`src/rtl/mlc_seq_pkg.sv`:
```
`timescale 1ns/1ps
package mlc_seq_pkg;

  typedef enum logic [2:0] {
    PH_IDLE  = 3'd0,
    PH_DISCH = 3'd1,
    PH_DEV   = 3'd2,
    PH_SAMP  = 3'd3,
    PH_REST  = 3'd4,
    PH_PROG  = 3'd5,
    PH_DONE  = 3'd6
  } phase_e;

  // binary level to reflected Gray code
  function automatic logic [7:0] lvl_to_gray(input logic [7:0] lvl);
    return lvl ^ (lvl >> 1);
  endfunction

endpackage

```
`src/rtl/mlc_therm_decode.sv`:
```
`timescale 1ns/1ps
module mlc_therm_decode #(
  parameter int NBITS = 2,
  localparam int NCMP = (1 << NBITS) - 1
) (
  input  logic [NCMP-1:0]  therm,
  output logic [NBITS-1:0] level,
  output logic [NBITS-1:0] data,
  output logic             nonmono
);

  function automatic logic [NBITS-1:0] count_ones(input logic [NCMP-1:0] v);
    logic [NBITS-1:0] c;
    c = '0;
    for (int i = 0; i < NCMP; i++) c = c + NBITS'(v[i]);
    return c;
  endfunction

  logic [NCMP-1:0] gap;
  logic [7:0]      gray8;

  // a set comparator above a clear one marks a broken thermometer word
  for (genvar i = 0; i < NCMP; i++) begin : g_gap
    if (i == NCMP - 1) begin : g_top
      assign gap[i] = 1'b0;
    end else begin : g_mid
      assign gap[i] = therm[i+1] & ~therm[i];
    end
  end

  assign level   = count_ones(therm);
  assign gray8   = mlc_seq_pkg::lvl_to_gray(8'(level));
  assign data    = gray8[NBITS-1:0];
  assign nonmono = |gap;

endmodule

```
`src/rtl/mlc_phase_timer.sv`:
```
`timescale 1ns/1ps
module mlc_phase_timer #(
  parameter int TIME_W = 8
) (
  input  logic              clk,
  input  logic              rst_n,
  input  logic              load,
  input  logic [TIME_W-1:0] len,
  output logic              last
);

  logic [TIME_W-1:0] remain;

  always_ff @(posedge clk or negedge rst_n) begin
    if (!rst_n)                remain <= '0;
    else if (load)             remain <= len;
    else if (remain != '0)     remain <= remain - 1'b1;
  end

  // a length of zero behaves as one cycle
  assign last = (remain <= TIME_W'(1));

endmodule

```
`src/rtl/mlc_read_tracker.sv`:
```
`timescale 1ns/1ps
module mlc_read_tracker #(
  parameter int ROWS  = 8,
  parameter int RDC_W = 6,
  localparam int ROW_W = (ROWS > 1) ? $clog2(ROWS) : 1
) (
  input  logic             clk,
  input  logic             rst_n,
  input  logic [ROW_W-1:0] row,
  input  logic             wr_en,
  input  logic [RDC_W-1:0] wr_val,
  output logic [RDC_W-1:0] cur
);

  logic [RDC_W-1:0] cnt [ROWS];

  for (genvar r = 0; r < ROWS; r++) begin : g_row
    always_ff @(posedge clk or negedge rst_n) begin
      if (!rst_n)                          cnt[r] <= '0;
      else if (wr_en && row == ROW_W'(r))  cnt[r] <= wr_val;
    end
  end

  always_comb begin
    cur = '0;
    for (int r = 0; r < ROWS; r++)
      if (row == ROW_W'(r)) cur = cnt[r];
  end

endmodule

```
`src/rtl/mlc_cell_seq.sv`:
```
`timescale 1ns/1ps
module mlc_cell_seq #(
  parameter int NBITS  = 2,
  parameter int ROWS   = 8,
  parameter int TIME_W = 8,
  parameter int RDC_W  = 6,
  localparam int NCMP  = (1 << NBITS) - 1,
  localparam int ROW_W = (ROWS > 1) ? $clog2(ROWS) : 1
) (
  input  logic               clk,
  input  logic               rst_n,
  input  logic               req_valid,
  input  logic               req_write,
  input  logic [ROW_W-1:0]   req_row,
  input  logic [NBITS-1:0]   req_wdata,
  input  logic [TIME_W-1:0]  cfg_dev_cycles,
  input  logic [TIME_W-1:0]  cfg_prog_cycles,
  input  logic               cfg_count_mode,
  input  logic [RDC_W-1:0]   cfg_rd_limit,
  input  logic [NCMP-1:0]    cmp_therm,
  output logic               busy,
  output logic               done,
  output logic [NBITS-1:0]   rd_data,
  output logic               therm_err,
  output logic               bl_discharge,
  output logic               wl_en,
  output logic [ROW_W-1:0]   wl_row,
  output logic               ll_en,
  output logic               ll_neg,
  output logic               cmp_sample,
  output logic               dac_en,
  output logic [2*NBITS-1:0] dac_code
);
  import mlc_seq_pkg::*;

  phase_e ph, ph_nx;

  logic             op_write;
  logic [ROW_W-1:0] op_row;
  logic [NBITS-1:0] op_wdata;
  logic [NBITS-1:0] sensed_q;
  logic             err_q;

  logic [NBITS-1:0] dec_level, dec_data;
  logic             dec_bad;

  logic              tmr_load;
  logic [TIME_W-1:0] tmr_len;
  logic              tmr_last;

  logic [RDC_W-1:0] rd_cnt;
  logic             cnt_wr;
  logic [RDC_W-1:0] cnt_val;

  // named events for the checker
  logic accept_ev, sample_ev, need_restore, need_prog;

  mlc_therm_decode #(.NBITS(NBITS)) u_dec (
    .therm   (cmp_therm),
    .level   (dec_level),
    .data    (dec_data),
    .nonmono (dec_bad)
  );

  mlc_phase_timer #(.TIME_W(TIME_W)) u_tmr (
    .clk   (clk),
    .rst_n (rst_n),
    .load  (tmr_load),
    .len   (tmr_len),
    .last  (tmr_last)
  );

  mlc_read_tracker #(.ROWS(ROWS), .RDC_W(RDC_W)) u_trk (
    .clk    (clk),
    .rst_n  (rst_n),
    .row    (op_row),
    .wr_en  (cnt_wr),
    .wr_val (cnt_val),
    .cur    (rd_cnt)
  );

  assign accept_ev = (ph == PH_IDLE) && req_valid;
  assign sample_ev = (ph == PH_SAMP);
  assign need_prog = op_write && (op_wdata != dec_data);
  assign need_restore = !cfg_count_mode ||
                        ({1'b0, rd_cnt} + (RDC_W+1)'(1) > {1'b0, cfg_rd_limit});

  // counter update at the sample decision
  always_comb begin
    cnt_wr  = sample_ev;
    cnt_val = '0;
    if (!op_write && !need_restore)
      cnt_val = (rd_cnt == {RDC_W{1'b1}}) ? rd_cnt : rd_cnt + 1'b1;
  end

  always_comb begin
    ph_nx    = ph;
    tmr_load = 1'b0;
    tmr_len  = cfg_dev_cycles;
    unique case (ph)
      PH_IDLE:  if (req_valid) ph_nx = PH_DISCH;
      PH_DISCH: begin
        ph_nx    = PH_DEV;
        tmr_load = 1'b1;
      end
      PH_DEV:   if (tmr_last) ph_nx = PH_SAMP;
      PH_SAMP: begin
        if (op_write) begin
          if (need_prog) begin
            ph_nx    = PH_PROG;
            tmr_load = 1'b1;
            tmr_len  = cfg_prog_cycles;
          end else begin
            ph_nx = PH_DONE;
          end
        end else if (need_restore) begin
          ph_nx    = PH_REST;
          tmr_load = 1'b1;
        end else begin
          ph_nx = PH_DONE;
        end
      end
      PH_REST:  if (tmr_last) ph_nx = PH_DONE;
      PH_PROG:  if (tmr_last) ph_nx = PH_DONE;
      PH_DONE:  ph_nx = PH_IDLE;
      default:  ph_nx = PH_IDLE;
    endcase
  end

  always_ff @(posedge clk or negedge rst_n) begin
    if (!rst_n) begin
      ph       <= PH_IDLE;
      op_write <= 1'b0;
      op_row   <= '0;
      op_wdata <= '0;
      sensed_q <= '0;
      err_q    <= 1'b0;
    end else begin
      ph <= ph_nx;
      if (accept_ev) begin
        op_write <= req_write;
        op_row   <= req_row;
        op_wdata <= req_wdata;
      end
      if (sample_ev) begin
        sensed_q <= dec_data;
        err_q    <= dec_bad;
      end
    end
  end

  assign busy         = (ph != PH_IDLE);
  assign done         = (ph == PH_DONE);
  assign rd_data      = sensed_q;
  assign therm_err    = err_q;
  assign bl_discharge = (ph == PH_DISCH);
  assign wl_en        = (ph == PH_DEV) || (ph == PH_SAMP) ||
                        (ph == PH_REST) || (ph == PH_PROG);
  assign wl_row       = op_row;
  assign ll_en        = (ph == PH_DEV) || (ph == PH_REST);
  assign ll_neg       = (ph == PH_REST);
  assign cmp_sample   = sample_ev;
  assign dac_en       = (ph == PH_PROG);
  assign dac_code     = dac_en ? {op_wdata, sensed_q} : '0;

endmodule

```
`config.mk`:
```
export PLATFORM = sky130hd
export DESIGN_NAME = mlc_cell_seq
export DESIGN_NICKNAME = d
export VERILOG_FILES = /design/src/rtl/mlc_seq_pkg.sv /design/src/rtl/mlc_therm_decode.sv /design/src/rtl/mlc_phase_timer.sv /design/src/rtl/mlc_read_tracker.sv /design/src/rtl/mlc_cell_seq.sv
export SDC_FILE = /design/constraint.sdc
export NUM_CORES = 1
export LEC_CHECK = 0
export BUFFER_PORTS_ARGS = -buffer_cell sky130_fd_sc_hd__buf_4
export CORE_MARGIN = 3
export CORE_UTILIZATION = 45
export DETAILED_ROUTE_END_ITERATION = 6
export PLACE_DENSITY = 0.77
export SYNTH_ARGS = -nofsm -noshare
export SYNTH_HDL_FRONTEND = slang
export SYNTH_SLANG_ARGS = --single-unit
```
`constraint.sdc`:
```
create_clock -name clk -period 13.3 [get_ports clk]
set_clock_uncertainty 0.1 [all_clocks]
set_input_delay 1.33 -clock clk [delete_from_list [all_inputs] [get_ports clk]]
set_output_delay 1.33 -clock clk [all_outputs]
set_load 0.02 [all_outputs]
```
==> flow_metrics.tcl, run 1 <==
set metrics [dict create \
    run_status "completed" \
    place.gp.congestion 0.871 \
    postCtsSetupRepairBufs 0 \
    postSynth.asyncResetShare 1.00 \
    hold_violations 0 \
    worstSetupEndpointType "flip-flop" \
    drcViolationCount 0 \
    worstSetupStartpointType "flip-flop" \
    count_of_flip_flops_with_a_built_in_enable_after_synthesis 0 \
    critPathSlowestCell "dfrtp_1" \
    number_of_vias_per_cell_after_detailed_routing 5.79 \
    timing.max_slew.rel_slack 0.364 \
    worst-r2r-setup-slack_ps 7710 \
    insertedDiodeCount 0 \
    grtUsageTotal 0.204 \
    grt_pass1_vias 3404 \
    hpwlAfterDp_um 6700 \
    cpPeakStageDelay_ps 960 \
    report.final.slew_viol_count 0 \
    global_route_wire_length_before_repair_um 16300 \
    top_layer_used "met4" \
    layout.cells.most_common "nand2_1" \
    power_density_mw_per_mm2 277 \
    p_seq_frac 0.321 \
    p_clk_frac 0.118 \
    timing.reg2reg.worst_path_depth 16 \
    rows 33 \
    worst_hold_path_type "flip-flop to flip-flop" \
    layout_worst_path_cycle_share 0.420 \
    synth.ff_latch_count 68 \
    setup_viol 0 \
    cts_sinks 68 \
    critical_path.reg2reg.startpoint "wl_row[2]" \
    synth.cell_area_mm2 0.00397 \
    total_leakage_power_nw 2.20 \
    synth.avg_cell_area_um2 9.39 \
    met1_wire_length_um 4030 \
    clock_latency_ps 350 \
    p_int_mw 0.671 \
    switching_power_mw 0.589 \
    cts_made_buffers 9 \
    bufs_on_longest_clock_path 2 \
    maxCapViolations 0 \
    detailroute.via_count 3319 \
    netSwitchingFraction 0.467 \
    final_design_area_no_fill_mm2 0.00455 \
    timing.critical_path.required_ps 13460 \
    r2r-end "u_tmr.remain[6]" \
    drt.antenna.violating_nets 0 \
    tightest_slew_ps 950 \
    grt_antenna_before_repair 0 \
    max_freq_mhz 179 \
    crit_path_cell_trace "mux2_2 > a22o_1 > nand2_1 > nand2_1 > ha_1 > nor3b_1 > xnor2_1 > inv_1 > ha_1 > and3_1 > nand4_1 > a211o_1 > a31o_2 > a41o_1 > a21oi_4 > mux2i_1" \
    setup.worst_path.class "flip-flop to flip-flop" \
    cts_tree "built" \
    synthesis.instances 423 \
    timing.critical_path.arrival_ps 5750 \
    yosysUniqueCellTypes 56 \
    grt_start_max_net_pins 69 \
    fin_setup_tns_ps 0 \
    finish.net_count 510 \
    synth_top_flop_cell "dfrtp_1" \
    globalRoute.totalOverflow 0 \
    met3_routed_length_um 605 \
    share_comb_of_total_power 0.561 \
    clkTransAtPathRegs_ps 70 \
    core-area_mm2 0.00838 \
    placement.cell_area_mm2 0.00438 \
    worstHoldPathCells 2 \
    horizontal_extent_of_the_die_um 100 \
    ys.warnings.count 0 \
    synth_seq_area_share 0.428 \
    drt-initial-drc-count 182 \
    critical_path_peak_fanout 30 \
    wirelength_per_cell_um 16.4 \
    length_of_the_first_detailed_routing_pass_in_iterations 4 \
    hold_buffers 0 \
    layout-area-overhead-vs-synth_pct 14.5 \
    mostFrequentLayoutCells "nand2_1 (73), dfrtp_1 (68), buf_4 (53)" \
    die_area_mm2 0.00999 \
    routed-wl-met2_um 4510 \
    chipHeight_um 100 \
    hold_path_end "u_trk.cnt[18]" \
    cts_root_buffer "clkbuf_8" \
    cts_resized 0 \
    postRouteWirelength_um 9380 \
    syn-num-nets 470 \
    numPortBuffers 52 \
    cp_top_family "compound AO/OA/AOI/OAI gates" \
    post_route_cells_drive_above_1_share 0.190 \
    start_util 0.474 \
    num_io_pins 53 \
    final.min_clock_period_ps 5590 \
    min-delay-start "u_trk.cnt[18]" \
    irDropWorstVdd_uv 158 \
    rsz0062_at_grt "no" \
    finalHoldWorstSlack_ps 375 \
    crit_buf_inv 1 \
    htree_num_levels 3 \
]
## area by class of cell
type	instances	area, um2
Clock inverter	4	25.0
Timing Repair Buffer	53	398
Multi-Input combinational cell	304	2050
Tap cell	105	131
Fill cell	776	3830
Clock buffer	12	145
Sequential cell	68	1700
Inverter	27	101
## how the worst max path moves through the flow
stage                          from              end  depth (start not counted)
final                     wl_row[2]  u_tmr.remain[6]                         16
after global placement    wl_row[2]  u_tmr.remain[6]                         16
after CTS                 wl_row[2]  u_tmr.remain[6]                         16
after global routing      wl_row[2]  u_tmr.remain[6]                         16
after floorplan           wl_row[0]  u_tmr.remain[0]                         19
after detailed placement  wl_row[2]  u_tmr.remain[6]                         16
## cells by family (layout without fill, tap and decap cells)
family | count (synthesis) | after routing | share of synthesized area
XOR/XNOR | 10 | 10 | 0.0220
AND/OR/NAND/NOR | 138 | 138 | 0.160
flip-flops | 68 | 68 | 0.428
adder cells (fa/ha/maj) | 12 | 12 | 0.0397
AO/OA/AOI/OAI | 101 | 101 | 0.171
multiplexers | 43 | 43 | 0.122
buffers and inverters | 51 | 96 | 0.0564
## routing by layer
| layer | global-route usage | vias to the layer above |
|---|---|---|
| met2 | 0.336 | 119 |
| li1 | - | 1580 |
| met1 | 0.270 | 1600 |
| met5 | 0 | - |
| met3 | 0.0452 | 20 |
| met4 | 0.0653 | 0 |
## stage by stage
| stage | utilization | power, mW | cells | setup WS (ps) |
|---|---|---|---|---|
| 3_3_place_gp | 0.523 | 1.07 | 557 | 8100 |
| 3_5_place_dp | 0.523 | 1.11 | 557 | 7810 |
| 5_1_grt | 0.543 | 1.38 | 573 | 7310 |
| 2_1_floorplan | - | 0.936 | 423 | 8570 |
| 6_report | 0.543 | 1.26 | 573 | 7710 |
| 4_1_cts | 0.543 | 1.26 | 573 | 7780 |
## power groups by stage
stage	combinational (mW)	sequential, mW	clock, mW
after CTS	0.704	0.402	0.152
after floorplan	0.565	0.370	0
after global placement	0.670	0.401	0
after detailed placement	0.700	0.406	0
final	0.706	0.404	0.149
after global routing	0.797	0.419	0.163
## worst min-delay path, cell delays in order (launching register included)
cell and delay (ps):
dfrtp_1 340, nand2_1 50, o31ai_1 50
## cells in the mapped netlist (all sizes together) (2+ instances only)
| cell | instances | share of area |
|---|---|---|
| mux4 | 2 | 0.012 |
| buf | 11 | 0.019 |
| nor3b | 3 | 0.0069 |
| a31oi | 10 | 0.016 |
| nor2b | 5 | 0.0079 |
| and2 | 6 | 0.0094 |
| nor4 | 2 | 0.0031 |
| xnor2 | 6 | 0.013 |
| a221oi | 2 | 0.0044 |
| mux2i | 30 | 0.079 |
| o31ai | 18 | 0.034 |
| a22o | 2 | 0.0044 |
| ha | 11 | 0.035 |
| nand3 | 13 | 0.016 |
| nand4 | 3 | 0.0047 |
| mux2 | 11 | 0.031 |
| o21ai | 38 | 0.048 |
| nand3b | 2 | 0.0038 |
| a31o | 2 | 0.0044 |
| or3 | 3 | 0.0047 |
| a21oi | 8 | 0.014 |
| nand2 | 73 | 0.069 |
| clkbuf | 13 | 0.012 |
| a21o | 3 | 0.0057 |
| inv | 27 | 0.026 |
| o211ai | 6 | 0.011 |
| xor2 | 4 | 0.0088 |
| dfrtp | 68 | 0.43 |
| a221o | 2 | 0.0050 |
| nor2 | 11 | 0.010 |
| nor3 | 12 | 0.015 |
## flip-flops by register name (all words and copies together), names as in the netlist
| signal | count |
|---|---|
| op_wdata | 2 |
| op_write | 1 |
| ph | 3 |
| rd_data | 2 |
| therm_err | 1 |
| u_tmr.remain | 8 |
| u_trk.cnt | 48 |
| wl_row | 3 |
Power figures use the tool's default switching activity.
==> run 2: changes to the inputs <==
- ABC_AREA: default -> 1
- clock period: 13.3 -> 5.6 ns (I/O delays scaled with it)
==> run 2 against run 1 <==
  * Final cell count up 15%
  * Register-to-register slack worse by 6200 ps
  * First-iteration DRC count is 21% lower
  * Critical path depth is 3 higher
  * Critical endpoint is now u_trk.cnt[30]
==> flow_metrics.tcl, run 2 <==
set metrics [dict create \
    clock_latency_ps 340 \
    p_clk_frac 0.145 \
    wirelength_per_cell_um 13.9 \
    cts_resized 0 \
    maxCapViolations 0 \
    setup.worst_path.class "flip-flop to flip-flop" \
    postRouteWirelength_um 9160 \
    cell_taking_the_most_area_after_synthesis "dfrtp_1" \
    top_regs "u_trk.cnt (48), u_tmr.remain (8)" \
    total_leakage_power_nw 2.32 \
    worstSetupEndpointType "flip-flop" \
    ys.warnings.count 0 \
    synth.cell_area_mm2 0.00388 \
    ys_top_cells_by_area "dfrtp_1 (44%), nand2_1 (14%), nor2_1 (4.5%)" \
    horizontal_extent_of_the_die_um 98.9 \
    drcViolationCount 0 \
    setup_viol 0 \
    switching_power_mw 1.30 \
    insertedDiodeCount 0 \
    power_density_mw_per_mm2 611 \
    grtUsageTotal 0.204 \
    max_freq_mhz 243 \
    post-synth-top-count-cell "nand2_1" \
    chipHeight_um 98.9 \
    layout-area-overhead-vs-synth_pct 16.5 \
    tightest_slew_ps 943 \
    grt_antenna_before_repair 0 \
    finish.net_count 597 \
    postCtsSetupRepairBufs 0 \
    hold_buffers 0 \
    hpwlAfterDp_um 6790 \
    cts_tree "built" \
    post-synth-top-area-fraction 0.439 \
    detailroute.via_count 3418 \
    dp.cells 644 \
    drt.antenna.violating_nets 0 \
    numPortBuffers 52 \
    cts_made_buffers 9 \
    synth.top_cells.by_count "nand2_1 (147), dfrtp_1 (68), nor2_1 (46), inv_1 (44), o21ai_0 (30)" \
    die_area_mm2 0.00977 \
    layout_worst_path_cycle_share 0.735 \
    timing.critical_path.arrival_ps 4270 \
    synth_top_flop_cell "dfrtp_1" \
    grt_pass1_vias 3537 \
    irDropWorstVdd_uv 335 \
    timing.reg2reg.worst_path_depth 19 \
    syn-num-nets 545 \
    globalRoute.totalOverflow 0 \
    rows 33 \
    share_comb_of_total_power 0.529 \
    synth.avg_cell_area_um2 7.79 \
    report.final.slew_viol_count 0 \
    timing.max_slew.rel_slack 0.368 \
    p_seq_frac 0.325 \
    final.min_clock_period_ps 4120 \
    worstSetupStartpointType "flip-flop" \
    bufs_on_longest_clock_path 2 \
    synthesis.instances 498 \
    yosysUniqueCellTypes 37 \
    largest-register "u_trk.cnt" \
    p_int_mw 1.46 \
    cts_root_buffer "clkbuf_8" \
    largest_register_ff_count 48 \
    global_route_wire_length_before_repair_um 16200 \
    rsz0062_at_grt "no" \
    cts_sinks 68 \
    htree_num_levels 3 \
    layout.cells.most_common "nand2_1" \
    mostFrequentLayoutCells "nand2_1 (147), dfrtp_1 (68), buf_4 (52)" \
    synth.ff_latch_count 68 \
    postSynth.asyncResetShare 1.00 \
    critical_path_peak_fanout 11 \
    place.gp.congestion 0.953 \
    synth_seq_area_share 0.439 \
    core-area_mm2 0.00830 \
    start_util 0.468 \
    clkTransAtPathRegs_ps 70 \
    grt_start_max_net_pins 69 \
    fin_setup_tns_ps 0 \
    timing.critical_path.required_ps 5750 \
    drt-initial-drc-count 144 \
    length_of_the_first_detailed_routing_pass_in_iterations 4 \
    netSwitchingFraction 0.471 \
    count_of_flip_flops_with_a_built_in_enable_after_synthesis 0 \
    hold_violations 0 \
    post_route_cells_drive_above_1_share 0.180 \
    layoutNonFillerInstCount 660 \
    number_of_vias_per_cell_after_detailed_routing 5.18 \
    num_io_pins 53 \
    worst_hold_path_type "primary input to asynchronous set/reset pin" \
    run_status "completed" \
]
run 2: changes by cell type in the layout (fill, tap and decap cells not counted), moves of 11 or more:
cell     before  now
nand2_1      73  147
o21ai_1       2   17
mux2_2       11    0
inv_1        27   44
nor2_1       11   46
o31ai_1      18    0
mux2i_1      29    4
nand4_1       3   17
nand3_1      13   28
run 2: cell type report:
| class | count | area (um2) |
|---|---|---|
| Clock buffer | 12 | 145 |
| Inverter | 55 | 216 |
| Clock inverter | 4 | 48.8 |
| Fill cell | 745 | 3780 |
| Sequential cell | 68 | 1700 |
| Tap cell | 105 | 131 |
| Timing Repair Buffer | 52 | 390 |
| Multi-Input combinational cell | 364 | 1890 |
run 2: logic make-up after synthesis:
family | after synthesis | share of synthesized area
AO/OA/AOI/OAI | 67 | 0.0890
XOR/XNOR | 11 | 0.0248
adder cells (fa/ha/maj) | 12 | 0.0406
buffers and inverters | 66 | 0.0751
flip-flops | 68 | 0.439
multiplexers | 4 | 0.0103
AND/OR/NAND/NOR | 270 | 0.322
run 2: metal layers:
| metal | track usage | part of all wire | vias to the layer above | wire length [um] |
|---|---|---|---|---|
| met3 | 0.0375 | 0.060 | 20 | 548 |
| li1 | - | - | 1710 | - |
| met5 | 0 | 0 | - | 0 |
| met1 | 0.259 | 0.44 | 1586 | 4000 |
| met2 | 0.333 | 0.48 | 102 | 4420 |
| met4 | 0.106 | 0.022 | 0 | 199 |
run 2: worst max-delay path, stage by stage (launching register included):
cell,delay (ps)
dfrtp_1,670
inv_6,100
nor3_1,320
nand2_1,110
nand3_1,100
a211oi_1,50
nand4_1,150
inv_1,110
nor2_1,140
nand3_1,90
nand2_1,70
clkinv_1,280
ha_1,410
a21oi_1,170
o21ai_0,110
a21oi_1,260
nand2_4,120
inv_2,240
nand2_1,220
o21ai_0,210
run 2: power by group through the flow:
stage               clock network (mW)  registers, mW  logic [mW]
floorplan                            0          0.853        1.13
global placement                     0          0.893        1.41
detailed placement                   0          0.896        1.47
CTS                              0.407          0.894        1.47
global route                     0.428          0.925        1.68
finish                           0.402          0.899        1.46
run 2: final timing paths:
path	from	endpoint	slack (ps)
worst max-delay path	wl_row[1]	u_trk.cnt[30]	1480
worst min-delay path	rst_n	u_trk.cnt[26]	200
worst max register to register	wl_row[1]	u_trk.cnt[30]	1480
worst min register to register	u_trk.cnt[17]	u_trk.cnt[17]	390
max in group asynchronous	rst_n	u_trk.cnt[5]	4620
min in group clk	req_wdata[1]	op_wdata[1]	360
run 2: through the flow:
step                      hold WS, ps  power, mW  worst slack, ps  cell area [um2]  utilization
after floorplan                   164       1.98             2100             3880            -
after global placement            361       2.30             1740             4330        0.521
after detailed placement          370       2.36             1520             4330        0.521
after CTS                         254       2.77             1540             4520        0.545
after global routing              296       3.03             1110             4520        0.545
final                             202       2.76             1480             4520        0.545
==> run 3: changes to the inputs <==
- clock period: 5.6 -> 4.2 ns (I/O delays scaled with it)
==> run 3 against run 2 <==
  * Sequential cell count is the same
  * Combinational power increased by 35%
  * Wire length shrank 0.65%
  * First-iteration DRC count is 3.5% higher
  * Utilization rose by 0.59 points
  * Sequential power up 33%
  * Setup slack lost 1100 ps
  * Fmax grew 8.0%
  * Register-to-register slack worse by 1100 ps
  * Count of clock-buffer cells in the layout fell by 1
  * Clock power rose by 48%
  * Critical path type unchanged
  * Highest routed layer unchanged
==> flow_metrics.tcl, run 3 (synthesis gave the netlist of run 2 again) <==
set metrics [dict create \
    finish.net_count 599 \
    timing.critical_path.arrival_ps 3970 \
    post_route_cells_drive_above_1_share 0.191 \
    grtUsageTotal 0.197 \
    report.final.slew_viol_count 0 \
    setup_viol 0 \
    detailroute.via_count 3447 \
    critical_path_peak_fanout 11 \
    dp.cells 646 \
    length_of_the_first_detailed_routing_pass_in_iterations 5 \
    number_of_vias_per_cell_after_detailed_routing 5.21 \
    layout-area-overhead-vs-synth_pct 17.8 \
    wirelength_per_cell_um 13.8 \
    timing.reg2reg.worst_path_depth 20 \
    htree_num_levels 3 \
    setup.worst_path.class "flip-flop to flip-flop" \
    power_density_mw_per_mm2 824 \
    irDropWorstVdd_uv 388 \
    sum_of_internal_switching_and_leakage_power_mw 3.77 \
    fin_setup_tns_ps 0 \
    total_leakage_power_nw 2.34 \
    timing.max_slew.rel_slack 0.446 \
    final.min_clock_period_ps 3810 \
    numPortBuffers 52 \
    mostFrequentLayoutCells "nand2_1 (147), dfrtp_1 (66), buf_4 (54)" \
    worst-r2r-setup-slack_ps 390 \
    worstSetupStartpointType "flip-flop" \
    drt-initial-drc-count 149 \
    timing.critical_path.from "wl_row[1]" \
    cts_tree "built" \
    met1_wire_length_um 3980 \
    met3_routed_length_um 549 \
    cts_sinks 68 \
    postRouteWirelength_um 9100 \
    timing.critical_path.required_ps 4360 \
    chipHeight_um 98.9 \
    horizontal_extent_of_the_die_um 98.9 \
    rows 33 \
    largest_register_ff_count 48 \
    grt_antenna_before_repair 0 \
    cts_root_buffer "clkbuf_8" \
    core-area_mm2 0.00830 \
    rsz0062_at_grt "no" \
    insertedDiodeCount 0 \
    critical_path.reg2reg.startpoint "wl_row[1]" \
    clkTransAtPathRegs_ps 70 \
    global_route_wire_length_before_repair_um 15500 \
    r2r-end "u_trk.cnt[30]" \
    worstSetupEndpointType "flip-flop" \
    utilization 0.551 \
    drcViolationCount 0 \
    postCtsSetupRepairBufs 0 \
    layout_worst_path_cycle_share 0.908 \
    layoutNonFillerInstCount 661 \
    hpwlAfterDp_um 6800 \
    grt_start_max_net_pins 69 \
    clock_latency_ps 350 \
    maxCapViolations 0 \
    max_freq_mhz 262 \
    routed-wl-met2_um 4280 \
    layout.cells.most_common "nand2_1" \
    hold_violations 0 \
    die_area_mm2 0.00977 \
    place.gp.congestion 0.954 \
    num_io_pins 53 \
    grt_pass1_vias 3329 \
    largest-register "u_trk.cnt" \
    bufs_on_longest_clock_path 2 \
    top_layer_used "met4" \
    run_status "completed" \
    drt.antenna.violating_nets 0 \
    tightest_slew_ps 832 \
    timing.critical_path.to "u_trk.cnt[30]" \
    cts_made_buffers 9 \
    worst_hold_path_type "primary input to asynchronous set/reset pin" \
    start_util 0.468 \
    top_regs "u_trk.cnt (48), u_tmr.remain (8)" \
    globalRoute.totalOverflow 0 \
]
run 3: per-layer routing:
layer,up-vias,global-route usage
met3,26,0.0474
met2,115,0.320
met5,-,0
met4,0,0.0693
met1,1595,0.259
li1,1711,-
run 3: report_power, final:
group / internal [mW] / switching [mW] / total, mW
Combinational: 0.727 / 1.25 / 1.97
Clock: 0.347 / 0.246 / 0.593
Sequential: 0.954 / 0.246 / 1.20
run 3: worst min path at each step:
| stage | endpoint | slack, ps | cells after the start | start |
|---|---|---|---|---|
| after floorplan | op_wdata[0] | 20 | 0 | rst_n |
| after global placement | u_trk.cnt[3] | 360 | 2 | u_trk.cnt[3] |
| after detailed placement | u_trk.cnt[29] | 370 | 2 | u_trk.cnt[29] |
| after CTS | u_trk.cnt[28] | 100 | 1 | rst_n |
| after global routing | u_trk.cnt[28] | 130 | 1 | rst_n |
| final | u_trk.cnt[28] | 60 | 1 | rst_n |
run 3: through the flow:
stage / setup slack [ps] / instance area [um2] / hold WS [ps]
after floorplan: 698 / 3880 / 24.4
after global placement: 363 / 4340 / 361
after detailed placement: 138 / 4340 / 367
after CTS: 143 / 4560 / 103
after global routing: 31.0 / 4570 / 133
final: 386 / 4570 / 63.3
run 3: final cells by class:
type,count,area (um2)
timing repair buffer,54,405
clock inverter,4,73.8
tap,105,131
clock buffer,11,141
sequential,68,1700
inverter,55,218
fill,756,3730
multi-input combinational,364,1900
run 3: repair_timing:
item	CTS	global route
hold buffers	0	0
setup endpoints to repair	0	29
gates resized for setup	0	5
run 3: worst max-delay path: stages, from the launching register on:
cell and delay, ps:
dfrtp_2 550, nor2_4 100, nand2_1 110, inv_2 70, nand2_1 60, inv_1 40
a211oi_1 240, nand4_1 230, ha_1 270, nand3_1 100, nor2_2 50, xnor2_1 200
ha_1 280, a21o_1 190, a21oi_1 120, o21ai_0 110, a21oi_2 200, nand2_4 110
clkinv_2 180, nand2_1 180, o21ai_0 220
